<file path="config.mk">
export PLATFORM = sky130hd
export DESIGN_NAME = refdiv_chain
export DESIGN_NICKNAME = d
export VERILOG_FILES = /design/src/rtl/refdiv_pkg.sv /design/src/rtl/refdiv_count.sv /design/src/rtl/refdiv_edge.sv /design/src/rtl/refdiv_rate_stage.sv /design/src/rtl/refdiv_chain.sv
export SDC_FILE = /design/constraint.sdc
export NUM_CORES = 1
export LEC_CHECK = 0
export ABC_CLOCK_PERIOD_IN_PS = 2470
export BUFFER_PORTS_ARGS = -buffer_cell sky130_fd_sc_hd__buf_2
export CORE_ASPECT_RATIO = 0.7
export CORE_UTILIZATION = 25
export CTS_CLUSTER_DIAMETER = 80
export CTS_CLUSTER_SIZE = 10
export DETAILED_ROUTE_END_ITERATION = 7
export PLACE_DENSITY_LB_ADDON = 0.12
export SYNTH_ARGS = -nofsm -noshare
export SYNTH_HDL_FRONTEND = slang
export SYNTH_SLANG_ARGS = --single-unit
</file>
<file path="constraint.sdc">
create_clock -name clk -period 2.47 [get_ports clk]
set_clock_uncertainty 0.2 [all_clocks]
set_input_delay 0.3705 -clock clk [delete_from_list [all_inputs] [get_ports clk]]
set_output_delay 0.3705 -clock clk [all_outputs]
set_load 0.005 [all_outputs]
</file>
<file path="src/rtl/refdiv_pkg.sv">
package refdiv_pkg;

   typedef logic [1:0] rate_code_t;

   // Largest of four multipliers, used to size the rate counter.
   function automatic int unsigned max_of4(input int unsigned a, input int unsigned b,
                                           input int unsigned c, input int unsigned d);
      int unsigned m;
      m = a;
      if (b > m) m = b;
      if (c > m) m = c;
      if (d > m) m = d;
      return m;
   endfunction

   // Bits needed to hold values 0 .. n-1, at least one bit.
   function automatic int unsigned cnt_bits(input int unsigned n);
      return (n > 1) ? $clog2(n) : 1;
   endfunction

endpackage

</file>
<file path="src/rtl/refdiv_count.sv">
// Modulo-MOD counter advanced by an enable; term is high on the enabled terminal step.
module refdiv_count #(
   parameter int unsigned MOD = 10
) (
   input  logic clk,
   input  logic rst_n,
   input  logic en,
   output logic term
);
   localparam int unsigned W = refdiv_pkg::cnt_bits(MOD);
   localparam logic [W-1:0] LAST = W'(MOD - 1);

   logic [W-1:0] cnt_q;

   generate
      if (MOD < 2) begin : g_bad_mod
         $error("refdiv_count: MOD must be at least 2");
      end
   endgenerate

   assign term = en && (cnt_q == LAST);

   always_ff @(posedge clk or negedge rst_n) begin
      if (!rst_n)
         cnt_q <= '0;
      else if (term)
         cnt_q <= '0;
      else if (en)
         cnt_q <= cnt_q + 1'b1;
   end
endmodule

</file>
<file path="src/rtl/refdiv_edge.sv">
// Rising-edge detector for a step input.
module refdiv_edge (
   input  logic clk,
   input  logic rst_n,
   input  logic din,
   output logic rise
);
   logic prev_q;

   assign rise = din && !prev_q;

   always_ff @(posedge clk or negedge rst_n) begin
      if (!rst_n) prev_q <= 1'b0;
      else        prev_q <= din;
   end
endmodule

</file>
<file path="src/rtl/refdiv_rate_stage.sv">
// Counts base ticks against a code-selected multiplier; the code is re-latched only at period end.
module refdiv_rate_stage #(
   parameter int unsigned MULT_00 = 10,
   parameter int unsigned MULT_01 = 8,
   parameter int unsigned MULT_10 = 4,
   parameter int unsigned MULT_11 = 1
) (
   input  logic                   clk,
   input  logic                   rst_n,
   input  logic                   hold,
   input  refdiv_pkg::rate_code_t sel,
   input  logic                   base_tick,
   output logic                   pulse
);
   localparam int unsigned MAXM = refdiv_pkg::max_of4(MULT_00, MULT_01, MULT_10, MULT_11);
   localparam int unsigned RW   = refdiv_pkg::cnt_bits(MAXM);
   localparam int unsigned NCODE = 4;

   logic [RW-1:0]          last_tab [NCODE];
   logic [RW-1:0]          cnt_q;
   refdiv_pkg::rate_code_t code_q;
   logic                   term;

   generate
      for (genvar i = 0; i < NCODE; i++) begin : g_tab
         localparam int unsigned M = (i == 0) ? MULT_00 :
                                     (i == 1) ? MULT_01 :
                                     (i == 2) ? MULT_10 : MULT_11;
         if (M < 1) begin : g_bad_mult
            $error("refdiv_rate_stage: every multiplier must be at least 1");
         end
         assign last_tab[i] = RW'(M - 1);
      end
   endgenerate

   assign term = base_tick && (cnt_q == last_tab[code_q]);

   always_ff @(posedge clk or negedge rst_n) begin
      if (!rst_n) begin
         cnt_q  <= '0;
         code_q <= '0;
         pulse  <= 1'b0;
      end else if (hold) begin
         cnt_q  <= '0;
         code_q <= sel;
         pulse  <= 1'b0;
      end else begin
         pulse <= term;
         if (term) begin
            cnt_q  <= '0;
            code_q <= sel;
         end else if (base_tick) begin
            cnt_q <= cnt_q + 1'b1;
         end
      end
   end
endmodule

</file>
<file path="src/rtl/refdiv_chain.sv">
module refdiv_chain #(
   parameter int unsigned PRE_DIV  = 120,
   parameter int unsigned DEC_DIV  = 10,
   parameter int unsigned TOD_DIV  = 200,
   parameter int unsigned CTL_HALF = 3,
   parameter int unsigned MULT_00  = 10,
   parameter int unsigned MULT_01  = 8,
   parameter int unsigned MULT_10  = 4,
   parameter int unsigned MULT_11  = 1
) (
   input  logic       clk,
   input  logic       rst_n,
   input  logic       ref_en,
   input  logic [1:0] rate_sel,
   input  logic       standby,
   input  logic       test_mode,
   input  logic       step_fast,
   input  logic       step_slow,
   output logic       cmp_pulse,
   output logic       ctl_clk,
   output logic       tod_tick
);
   logic fast_rise, slow_rise;
   logic main_en, base_tick, dec_tick, slow_en, slow_term, ctl_term;

   generate
      if (PRE_DIV < 2) begin : g_bad_pre
         $error("refdiv_chain: PRE_DIV must be at least 2");
      end
      if (TOD_DIV < 2) begin : g_bad_tod
         $error("refdiv_chain: TOD_DIV must be at least 2");
      end
   endgenerate

   refdiv_edge u_fast_edge (.clk(clk), .rst_n(rst_n), .din(step_fast), .rise(fast_rise));
   refdiv_edge u_slow_edge (.clk(clk), .rst_n(rst_n), .din(step_slow), .rise(slow_rise));

   assign main_en = test_mode ? fast_rise : ref_en;

   refdiv_count #(.MOD(PRE_DIV)) u_pre (
      .clk(clk), .rst_n(rst_n), .en(main_en), .term(base_tick));

   refdiv_count #(.MOD(DEC_DIV)) u_dec (
      .clk(clk), .rst_n(rst_n), .en(base_tick), .term(dec_tick));

   assign slow_en = test_mode ? slow_rise : dec_tick;

   refdiv_count #(.MOD(TOD_DIV)) u_tod (
      .clk(clk), .rst_n(rst_n), .en(slow_en), .term(slow_term));

   refdiv_count #(.MOD(CTL_HALF)) u_ctl (
      .clk(clk), .rst_n(rst_n), .en(ref_en), .term(ctl_term));

   refdiv_rate_stage #(
      .MULT_00(MULT_00), .MULT_01(MULT_01), .MULT_10(MULT_10), .MULT_11(MULT_11)
   ) u_rate (
      .clk(clk), .rst_n(rst_n), .hold(standby), .sel(rate_sel),
      .base_tick(base_tick), .pulse(cmp_pulse));

   always_ff @(posedge clk or negedge rst_n) begin
      if (!rst_n) begin
         ctl_clk  <= 1'b0;
         tod_tick <= 1'b0;
      end else begin
         tod_tick <= slow_term;
         if (ctl_term) ctl_clk <= !ctl_clk;
      end
   end
endmodule

</file>
Word-level counts from Yosys, hierarchy flattened
Index checks and enable logic that the tools add are counted.

Add/sub/neg operators: 5. $lt $le $gt $ge: 1. Equal/unequal tests: 5. Muxes and demuxes: 19. Bitwise logic cells: 1. Reduce and logical (&&, ||, !) cells: 16.

Operators with widths (count): $mux 4 (7); $mux 8 (2); $mux 7 (2); $reduce_bool 2->1 (5); $add 4x1->4 const B (2); $add 8x1->8 const B (1); $bmux 4 s2 (1); $eq 8x8->1 const B (1); $mux 2 (4); $add 7x1->7 const B (1); $eq 7x7->1 const B (1); $logic_and 1x1->1 (7); $eq 4x4->1 (1); $eq 4x4->1 const B (1); $ge 3x3->1 const B (1); $logic_not 1->1 (3); $mux 1 (3); $not 2->3 (1); $reduce_bool 3->1 (1); $add 2x1->2 const B (1); $eq 2x2->1 const B (1).

Bits in registers: 32. Input bits: 9. Output and inout port bits: 3.

Longest topological paths before layout
Gate-level depths: netlist of the first run.

Depth after elaboration: 8. Mapped depth: 7. Mapped depth without buffers: 6.

Modules after synthesis
Synthesis of the first run repeated with hierarchy kept, for this count alone.

Cell total of the unflattened synthesis: 144. Area total of the unflattened synthesis: 1651.6 um2.

Modules (own cells, without submodules): refdiv_rate_stage (times used 1, cells each 38, area each 422.9 um2, seq. area each 175.2 um2); refdiv_count (u_tod) (times used 1, cells each 35, area each 401.6 um2, seq. area each 200.2 um2); refdiv_count (u_pre) (times used 1, cells each 33, area each 341.6 um2, seq. area each 175.2 um2); refdiv_count (u_dec) (times used 1, cells each 22, area each 234.0 um2, seq. area each 100.1 um2); refdiv_count (u_ctl) (times used 1, cells each 7, area each 92.6 um2, seq. area each 50.0 um2); refdiv_chain (times used 1, cells each 5, area each 81.3 um2, seq. area each 50.0 um2); refdiv_edge (times used 2, cells each 2, area each 38.8 um2, seq. area each 25.0 um2).

Least setup slack after synthesis of the first run
No wires, ideal clock.

Path kind: reg-to-reg. From: register u_rate.code_q[0]. To: register u_rate.code_q[0]. Arrival: 1631 ps. Data required time: 2145 ps. Path slack: 514 ps. Cell stages (with the launch flop): 7. Period minus slack after synthesis: 1956 ps. Cells stage by stage: dfrtp_1 -> inv_1 -> ha_1 -> xnor2_1 -> nand4_1 -> o21ai_1 -> mux2_2.

Longest elaborated chain between the ends: 7.

RTL lines: start, declared (line refdiv_rate_stage.sv:21) `refdiv_pkg::rate_code_t code_q;`; start signal, assigned (line refdiv_rate_stage.sv:45) `code_q <= sel;`; start signal, assigned (line refdiv_rate_stage.sv:51) `code_q <= sel;`; $not 2->3 (implied by the code) (line refdiv_rate_stage.sv:36) `assign term = base_tick && (cnt_q == last_tab[code_q]);`; $bmux 4 s2 (line refdiv_rate_stage.sv:36); $mux 4 (implied by the code) (2 in a row) (line refdiv_rate_stage.sv:36); $eq 4x4->1 (line refdiv_rate_stage.sv:36); $logic_and 1x1->1 (line refdiv_rate_stage.sv:36); $reduce_bool 2->1 (no source line).

Every way passes these cells. The select of a mux whose other input is x is not followed. A chain may end at the register's enable or synchronous reset.

Worst setup path in the final report of the first run
From: input port step_fast. To: register u_dec.cnt_q[3].

Longest elaborated chain between the ends: 5. Elaborated cells between the ends (all ways): 6.

RTL lines: start, declared (line refdiv_chain.sv:17) `input logic step_fast,`; $logic_and 1x1->1 (*) (line refdiv_edge.sv:10) `assign rise = din && !prev_q;`; $mux 1 (*) (line refdiv_chain.sv:38) `assign main_en = test_mode ? fast_rise : ref_en;`; $logic_and 1x1->1 (*) (line refdiv_count.sv:21) `assign term = en && (cnt_q == LAST);`; $logic_and 1x1->1 (line refdiv_count.sv:21); $mux 4 or $reduce_bool 2->1 (tied branches); end signal, assigned (line refdiv_count.sv:29) `cnt_q <= cnt_q + 1'b1;`; end, declared (line refdiv_count.sv:13) `logic [W-1:0] cnt_q;`.

Mark *: on every way between the ends. The rest lies on a longest branch, timed or not.

==> impl_table.tex, run 1 <==
\begin{tabular}{lr}
\hline
Metric & Value \\
\hline
\multicolumn{2}{l}{\textbf{Global route}} \\
\quad GRT Util Overall & 0.1098 \\
\quad Grt ovf & 0 \\
\quad Via count of the first global-routing pass & 1,256 \\
\quad Antenna violations before repair & 0 \\
\quad Global-route wire length before repair & 5.837 mm \\
\quad Pin count of the biggest net entering global routing & 33 \\
\multicolumn{2}{l}{\textbf{STA}} \\
\quad Timing-limited maximum frequency & 451.7 MHz \\
\quad Worst rel slew slack & 0.5055 \\
\quad Period Utilization, post-route & 0.8964 \\
\quad Setup violators final & 0 \\
\quad Transition time at the pin with the least slew margin & 0.7417 ns \\
\quad Unrepaired setup endpoints after global routing & no \\
\quad Minimum clock period after layout & 2.214 ns \\
\quad Setup TNS & 0 ns \\
\quad Total count of max-transition violations in the final report & 0 \\
\quad Final worst-path setup slack & 0.2559 ns \\
\quad Final Hold Violating Endpoints & 0 \\
\multicolumn{2}{l}{\textbf{Clock network}} \\
\quad Post-CTS resize count & 0 \\
\quad Clk Latency, worst-skew pair & 0.29 ns \\
\quad CTS tree & done \\
\quad Clock sink count & 32 \\
\quad Clock tree root driver cell & sky130\_fd\_sc\_hd\_\_clkbuf\_8 \\
\quad Cts hold-fix bufs & 3 \\
\quad Clock transition at the register clock pins on the worst setup and hold paths after CTS & 0.07 ns \\
\quad Postcts setup bufs & 0 \\
\quad CTS HTree Levels & 2 \\
\quad Maximum buffer depth of the clock tree & 2 \\
\quad Number of buffers inserted during clock tree synthesis & 5 \\
\multicolumn{2}{l}{\textbf{Hold path}} \\
\quad Hold Path Cell Cnt & 2 \\
\quad Kind of path behind the tightest hold check & in -> reg \\
\quad Hold path startpoint & rate\_sel[0] \\
\quad Worst Hold End & u\_rate.code\_q[0] \\
\multicolumn{2}{l}{\textbf{Floorplanning}} \\
\quad Count of standard-cell rows & 24 \\
\quad Width of the die & 99.30 um \\
\quad Ports & 12 \\
\quad Die Area & 6961 sq um \\
\quad Initial standard-cell utilization of the core & 0.2627 \\
\quad Die outline height & 70.11 um \\
\quad CORE AREA & 6306 sq um \\
\multicolumn{2}{l}{\textbf{Synth}} \\
\quad Yosys Warn Count & 0 \\
\quad Number of flops mapped to enable cells by yosys & 0 \\
\quad Total standard cell area after synthesis & 1657 sq um \\
\quad Total of flip-flops plus latches after synthesis & 32 \\
\quad Synth Flop Type & sky130\_fd\_sc\_hd\_\_dfrtp\_1 \\
\quad Cell count after synthesis & 160 \\
\quad Synthesized netlist net count & 177 \\
\quad Post-synth top area share & 0.4834 \\
\quad Mean Syn Cell Area & 10.35 sq um \\
\quad Count of different cell masters after synthesis & 40 \\
\quad Async S/R FF share, synth & 1.000 \\
\quad Cell type contributing the most total cell area after synthesis & sky130\_fd\_sc\_hd\_\_dfrtp\_1 \\
\quad Ranking of synthesized cells by area & sky130\_fd\_sc\_hd\_\_dfrtp\_1 (48\%), sky130\_fd\_sc\_hd\_\_ha\_1 (6.0\%), sky130\_fd\_sc\_hd\_\_o21ai\_0 (4.8\%) \\
\quad Portion of the post-synthesis area used by sequential elements & 0.4834 \\
\multicolumn{2}{l}{\textbf{Route}} \\
\quad Detailed-route DRC error count & 0 \\
\quad Final WL & 3.216 mm \\
\quad Mean number of vias per cell & 4.636 \\
\quad Number of DRC markers in iteration 0 & 58 \\
\quad Detail Route Antenna Nets & 0 \\
\quad First-pass detailed-route iteration total & 4 \\
\quad Average wire length per cell after detail routing & 12.47 um \\
\quad Vias after detailed routing & 1,196 \\
\multicolumn{2}{l}{\textbf{Worst setup path}} \\
\quad Startpoint of the worst-slack reg-to-reg timing path & u\_dec.cnt\_q[1] \\
\quad Maximum fanout along the worst path & 9 \\
\quad Critical path start-end classification & in -> reg \\
\quad FF-to-FF path depth & 6 \\
\quad Nature of the critical path endpoint & flop \\
\quad Kind of start point of the critical path & input port \\
\quad Worst reg2reg path endpoint & u\_tod.cnt\_q[7] \\
\quad Critical Path AT & 2.20 ns \\
\quad Data required time at the worst endpoint & 2.45 ns \\
\quad Worst setup slack for register-to-register paths & 0.30 ns \\
\multicolumn{2}{l}{\textbf{Placement}} \\
\quad PortBufs & 11 \\
\quad Dpl hpwl & 2.289 mm \\
\quad Worst slack, placed & 0.3186 ns \\
\quad Placer Congestion & 0.7871 \\
\quad Total instance count after detailed placement & 247 \\
\multicolumn{2}{l}{\textbf{Layout}} \\
\quad NumNets Final & 196 \\
\quad Antenna diodes & 0 \\
\quad Most frequent standard cell in the layout excluding fill and tap cells & sky130\_fd\_sc\_hd\_\_dfrtp\_1 \\
\quad Share of cells above drive strength 1 & 0.1667 \\
\quad Most frequent cells in the layout & sky130\_fd\_sc\_hd\_\_dfrtp\_1 (32), sky130\_fd\_sc\_hd\_\_o21ai\_0 (16), sky130\_fd\_sc\_hd\_\_nand2\_1 (13) \\
\quad Area growth from synthesis to final layout & 17.14\% \\
\quad Number of cells in the finished layout apart from fillers & 258 \\
\quad Filler cell count in the final layout & 656 \\
\multicolumn{2}{l}{\textbf{Run}} \\
\quad Reported max-cap violation count & 0 \\
\multicolumn{2}{l}{\textbf{Power and ir drop}} \\
\quad Overall power consumption & 1.493 mW \\
\quad Leakage & 0.9040 nW \\
\quad Peak ir drop on the vdd network & 340.2 uV \\
\quad PD cells & 769.5 nW/um\^{}2 \\
\multicolumn{2}{l}{\textbf{Run status}} \\
\quad Run status & complete, no violations \\
\hline
\end{tabular}
==> final cells by class <==
class	instances	area (sq um)	area share
Clock inverter	2	35.03	0.01805
Timing Repair Buffer	16	100.1	0.05158
Sequential cell	32	800.8	0.4126
Clock buffer	6	72.57	0.03740
Tap cell	78	97.59	0.05029
Multi-Input combinational cell	118	812.0	0.4184
Inverter	6	22.52	0.01161
==> logic make-up (layout without fill, tap and decap cells) <==
| logic type | after synthesis | after routing | synth area share |
|---|---|---|---|
| DFF | 32 | 32 | 0.4834 |
| AOI/OAI and AO/OA | 37 | 37 | 0.1428 |
| muxes | 8 | 8 | 0.05287 |
| buffers and inverters | 10 | 30 | 0.02643 |
| xor gates and xnor gates | 9 | 9 | 0.04758 |
| adders and majority gates | 8 | 8 | 0.06043 |
| and+or+nand+nor | 56 | 56 | 0.1866 |
==> state kept, by name, indices dropped and copies added, names as in the netlist <==
signal	flops
u_tod.cnt_q	8
u_pre.cnt_q	7
u_rate.cnt_q	4
u_rate.code_q	2
tod_tick	1
u_dec.cnt_q	4
ctl_clk	1
u_rate.pulse	1
u_slow_edge.prev_q	1
u_ctl.cnt_q	2
u_fast_edge.prev_q	1
==> cell usage after synthesis, types with 2 or more instances <==
master and instances:
sky130_fd_sc_hd__mux2_2 6, sky130_fd_sc_hd__dfrtp_1 32, sky130_fd_sc_hd__and3_1 2, sky130_fd_sc_hd__nor2_1 9
sky130_fd_sc_hd__o21ai_0 16, sky130_fd_sc_hd__xor2_1 4, sky130_fd_sc_hd__ha_1 8, sky130_fd_sc_hd__o211ai_1 4
sky130_fd_sc_hd__inv_1 6, sky130_fd_sc_hd__or2_2 2, sky130_fd_sc_hd__nand2b_1 5, sky130_fd_sc_hd__xnor2_1 5
sky130_fd_sc_hd__o31ai_1 2, sky130_fd_sc_hd__and4_1 2, sky130_fd_sc_hd__nand2_1 13, sky130_fd_sc_hd__buf_2 2
sky130_fd_sc_hd__a22o_1 2, sky130_fd_sc_hd__nor3_1 3, sky130_fd_sc_hd__a21oi_1 6, sky130_fd_sc_hd__and3b_1 4
sky130_fd_sc_hd__or3_1 2, sky130_fd_sc_hd__nand3_1 6, sky130_fd_sc_hd__mux2i_1 2
==> how the worst max path moves through the flow <==
stage	from	endpoint	slack (ns)	cells after the start
global route	step_fast	u_dec.cnt_q[3]	0.11	7
finish	step_fast	u_dec.cnt_q[3]	0.26	7
detailed placement	u_dec.cnt_q[1]	u_tod.cnt_q[7]	0.32	6
floorplan	u_rate.code_q[0]	u_rate.code_q[0]	0.51	6
CTS	step_fast	u_dec.cnt_q[3]	0.26	7
global placement	u_dec.cnt_q[1]	u_tod.cnt_q[7]	0.36	6
==> routing by layer <==
layer	global-route usage	vias up	share of wire
met1	0.1415	568	0.51
li1	-	606	-
met3	0.03704	7	0.033
met5	0	-	0
met4	0.05882	0	0.023
met2	0.1620	15	0.43
==> power by group <==
part / internal [mW] / switching (mW) / leakage [nW] / total [mW]
registers: 0.632 / 0.114 / 0.404 / 0.746
logic: 0.135 / 0.118 / 0.445 / 0.253
clock network: 0.299 / 0.195 / 0.0552 / 0.494
total: 1.07 / 0.427 / 0.904 / 1.49
==> worst max-delay path: stages <==
cell                            delay (ns)
sky130_fd_sc_hd__dlygate4sd3_1        0.53
sky130_fd_sc_hd__buf_2                0.13
sky130_fd_sc_hd__and3b_1              0.22
sky130_fd_sc_hd__o211ai_1             0.40
sky130_fd_sc_hd__buf_4                0.24
sky130_fd_sc_hd__o21ai_0              0.10
sky130_fd_sc_hd__a21bo_2              0.21
==> metrics by stage <==
stage	cell area, sq um	util	hold slack (ns)
global placement	1803	0.2859	0.2571
finish	1941	0.3077	0.1155
floorplan	1657	-	-0.1251
CTS	1941	0.3077	0.1006
detailed placement	1803	0.2859	0.2597
global route	1941	0.3077	0.1131
Power figures use the tool's default switching activity.
==> run 2: changes to the inputs <==
--- a/config.mk
+++ b/config.mk
@@ -13,6 +13,7 @@
 export CTS_CLUSTER_SIZE = 10
 export DETAILED_ROUTE_END_ITERATION = 7
 export PLACE_DENSITY_LB_ADDON = 0.12
+export SETUP_SLACK_MARGIN = 0.5
 export SYNTH_ARGS = -nofsm -noshare
 export SYNTH_HDL_FRONTEND = slang
 export SYNTH_SLANG_ARGS = --single-unit
==> run 2 against run 1 <==
Critical path depth is 1 higher. Cell area rose by 6.4%. Count of clock-buffer cells in the layout unchanged. Die area unchanged. Non-clock buffer count increased by 10. Worst setup slack improved by 0.32 ns. Combinational power increased by 13%. Utilization is 2.0 points higher. Final cell count rose by 3.9%. Sequential share of layout area down 2.4 points. Routed wire length up 4.6%. Critical path type unchanged. Critical endpoint is now u_tod.cnt_q[6]. Largest power group unchanged.
==> impl_table.tex, run 2 (synthesis results as in run 1) <==
\begin{tabular}{lr}
\hline
Metric & Value \\
\hline
\multicolumn{2}{l}{\textbf{Floorplanning}} \\
\quad Initial standard-cell utilization of the core & 0.2627 (unchanged) \\
\quad CORE AREA & 6306 sq um (unchanged) \\
\quad Width of the die & 99.30 um (unchanged) \\
\quad Count of standard-cell rows & 24 (unchanged) \\
\quad Ports & 12 (unchanged) \\
\quad Die Area & 6961 sq um (unchanged) \\
\quad Die outline height & 70.11 um (unchanged) \\
\multicolumn{2}{l}{\textbf{Layout}} \\
\quad Storage element area & 802.0 sq um (was 800.8 sq um) \\
\quad Most frequent standard cell in the layout excluding fill and tap cells & sky130\_fd\_sc\_hd\_\_dfrtp\_1 (unchanged) \\
\quad Max reg flops & 8 (unchanged) \\
\quad Largest register by flop count & u\_tod.cnt\_q (unchanged) \\
\quad Filler cell count in the final layout & 645 (was 656) \\
\quad NumNets Final & 206 (was 196) \\
\quad Area growth from synthesis to final layout & 24.62\% (was 17.14\%) \\
\quad Most frequent cells in the layout & sky130\_fd\_sc\_hd\_\_dfrtp\_1 (31), sky130\_fd\_sc\_hd\_\_o21ai\_0 (15), sky130\_fd\_sc\_hd\_\_nand2\_1 (13) (was sky130\_fd\_sc\_hd\_\_dfrtp\_1 (32), sky130\_fd\_sc\_hd\_\_o21ai\_0 (16), sky130\_fd\_sc\_hd\_\_nand2\_1 (13)) \\
\quad Antenna diodes & 0 (unchanged) \\
\quad Biggest registers after layout & u\_tod.cnt\_q: 8 flops, u\_pre.cnt\_q: 7 flops (unchanged) \\
\quad Footprint of the multi-input gates & 852.1 sq um (was 812.0 sq um) \\
\quad Share of cells above drive strength 1 & 0.2579 (was 0.1667) \\
\multicolumn{2}{l}{\textbf{Clock network}} \\
\quad Clock transition at the register clock pins on the worst setup and hold paths after CTS & 0.07 ns (about the same) \\
\quad Clk Latency, worst-skew pair & 0.29 ns (about the same) \\
\quad CTS HTree Levels & 2 (unchanged) \\
\quad Maximum buffer depth of the clock tree & 2 (unchanged) \\
\quad Clock tree root driver cell & sky130\_fd\_sc\_hd\_\_clkbuf\_8 (unchanged) \\
\quad CTS tree & done (unchanged) \\
\quad Number of buffers inserted during clock tree synthesis & 5 (unchanged) \\
\quad Clock sink count & 32 (unchanged) \\
\multicolumn{2}{l}{\textbf{Power and ir drop}} \\
\quad Peak ir drop on the vdd network & 341.3 uV (was 340.2 uV) \\
\quad Leakage & 0.9550 nW (was 0.9040 nW) \\
\quad PD cells & 740.6 nW/um\^{}2 (was 769.5 nW/um\^{}2) \\
\multicolumn{2}{l}{\textbf{STA}} \\
\quad Setup TNS & 0 ns (unchanged) \\
\quad Period Utilization, post-route & 0.7686 (was 0.8964) \\
\quad Worst rel slew slack & 0.5073 (was 0.5055) \\
\quad Final Hold Violating Endpoints & 0 (unchanged) \\
\quad Total count of max-transition violations in the final report & 0 (unchanged) \\
\quad Timing-limited maximum frequency & 526.7 MHz (was 451.7 MHz) \\
\quad Unrepaired setup endpoints after global routing & yes (was no) \\
\quad Minimum clock period after layout & 1.898 ns (was 2.214 ns) \\
\quad Transition time at the pin with the least slew margin & 0.7391 ns (was 0.7417 ns) \\
\quad Setup violators final & 0 (unchanged) \\
\quad Final worst-path setup slack & 0.5715 ns (was 0.2559 ns) \\
\multicolumn{2}{l}{\textbf{Worst setup path}} \\
\quad Data required time at the worst endpoint & 2.48 ns (was 2.45 ns) \\
\quad Cell at the slowest stage of the critical path & sky130\_fd\_sc\_hd\_\_dlygate4sd3\_1 (unchanged) \\
\quad Critical path start-end classification & in -> reg (unchanged) \\
\quad Number of buffer and inverter instances along the worst setup path & 4 (was 3) \\
\quad Cell-by-cell listing of the critical path & dlygate4sd3\_1 -> buf\_2 -> and3b\_1 -> a41oi\_4 -> buf\_6 -> buf\_4 -> a21oi\_1 -> o22ai\_1 (was dlygate4sd3\_1 -> buf\_2 -> and3b\_1 -> o211ai\_1 -> buf\_4 -> o21ai\_0 -> a21bo\_2) \\
\quad CP delay by family, top & buffers and inverters (unchanged) \\
\quad Kind of start point of the critical path & input port (unchanged) \\
\quad Nature of the critical path endpoint & flop (unchanged) \\
\quad Critical Path AT & 1.91 ns (was 2.20 ns) \\
\quad Max incr delay on CP & 0.54 ns (was 0.53 ns) \\
\quad Maximum fanout along the worst path & 6 (was 9) \\
\multicolumn{2}{l}{\textbf{Global route}} \\
\quad Grt ovf & 0 (unchanged) \\
\quad Global-route wire length before repair & 5.927 mm (was 5.837 mm) \\
\quad GRT Util Overall & 0.1113 (was 0.1098) \\
\quad Met3 track demand over resource & 0.03704 (unchanged) \\
\quad Global-route met1 utilization & 0.1440 (was 0.1415) \\
\quad Met2 Usage GRT & 0.1644 (was 0.1620) \\
\quad Pin count of the biggest net entering global routing & 33 (unchanged) \\
\quad Antenna violations before repair & 0 (unchanged) \\
\quad Layer carrying the most global-route usage & met2 (unchanged) \\
\quad Via count of the first global-routing pass & 1,282 (was 1,256) \\
\multicolumn{2}{l}{\textbf{Route}} \\
\quad Detail Route Antenna Nets & 0 (unchanged) \\
\quad Mean number of vias per cell & 4.623 (was 4.636) \\
\quad Detailed-route DRC error count & 0 (unchanged) \\
\quad Average wire length per cell after detail routing & 12.55 um (was 12.47 um) \\
\quad Vias after detailed routing & 1,239 (was 1,196) \\
\quad Number of DRC markers in iteration 0 & 56 (was 58) \\
\quad First-pass detailed-route iteration total & 4 (unchanged) \\
\quad Final WL & 3.364 mm (was 3.216 mm) \\
\multicolumn{2}{l}{\textbf{Placement}} \\
\quad Worst slack, placed & 0.3186 ns (unchanged) \\
\quad PortBufs & 11 (unchanged) \\
\quad Placer Congestion & 0.7871 (unchanged) \\
\quad Dpl hpwl & 2.289 mm (unchanged) \\
\multicolumn{2}{l}{\textbf{Run status}} \\
\quad Run status & complete, no violations (unchanged) \\
\multicolumn{2}{l}{\textbf{Run}} \\
\quad Reported max-cap violation count & 0 (unchanged) \\
\multicolumn{2}{l}{\textbf{Hold path}} \\
\quad Kind of path behind the tightest hold check & in -> reg (unchanged) \\
\hline
\end{tabular}
## run 2: cell types whose count changed in the layout (fill, tap and decap cells not counted), sizes merged
| cell | delta |
|---|---|
| buf | +9 |
| clkdlybuf4s15 | +1 |
## run 2: path summary, 6_finish.rpt
| check | from | endpoint | slack [ns] | cells after the start |
|---|---|---|---|---|
| max | step_slow | u_tod.cnt_q[6] | 0.57 | 8 |
| min | rate_sel[0] | u_rate.code_q[0] | 0.11 | 2 |
| max reg2reg | u_dec.cnt_q[1] | u_tod.cnt_q[7] | 0.58 | 6 |
| min reg2reg | ctl_clk | ctl_clk | 0.28 | 1 |
| max in group asynchronous | rst_n | u_dec.cnt_q[0] | 1.08 | 2 |
| min in group asynchronous | rst_n | u_tod.cnt_q[5] | 0.48 | 2 |
## run 2: metal layers
metal,vias to the layer above,share of wire
li1,627,-
met5,-,0
met3,8,0.031
met1,591,0.50
met4,0,0.022
met2,13,0.45
## run 2: final cells by class
| cell class | count | share of cell area |
|---|---|---|
| Multi-Input combinational cell | 118 | 0.4127 |
| Sequential cell | 32 | 0.3885 |
| Timing Repair Buffer | 26 | 0.08848 |
| Tap cell | 78 | 0.04727 |
| Clock buffer | 6 | 0.03515 |
| Clock inverter | 2 | 0.01697 |
| Inverter | 6 | 0.01091 |
## run 2: through the flow
step	hold slack [ns]	cells	power, mW	utilization	cell area [sq um]
2_1_floorplan	-0.1251	160	0.9160	-	1657
3_3_place_gp	0.2571	247	0.9951	0.2859	1803
3_5_place_dp	0.2597	247	1.007	0.2859	1803
4_1_cts	0.1006	261	1.526	0.3135	1977
5_1_grt	0.1131	268	1.643	0.3274	2064
6_report	0.1140	268	1.529	0.3274	2064
## run 2: repair_timing
action	CTS	global route
buffers inserted	3	6
hold buffers	3	0
hold endpoints to repair	34	0
gates resized for setup	3	10
pin swaps	2	7
gates cloned	0	1
endpoints found under the setup margin	8	11
## run 2: power breakdown
group / internal [mW] / total, mW / leakage (nW) / switching (mW)
registers: 0.632 / 0.747 / 0.402 / 0.115
clock network: 0.299 / 0.497 / 0.0552 / 0.198
logic: 0.155 / 0.286 / 0.497 / 0.131
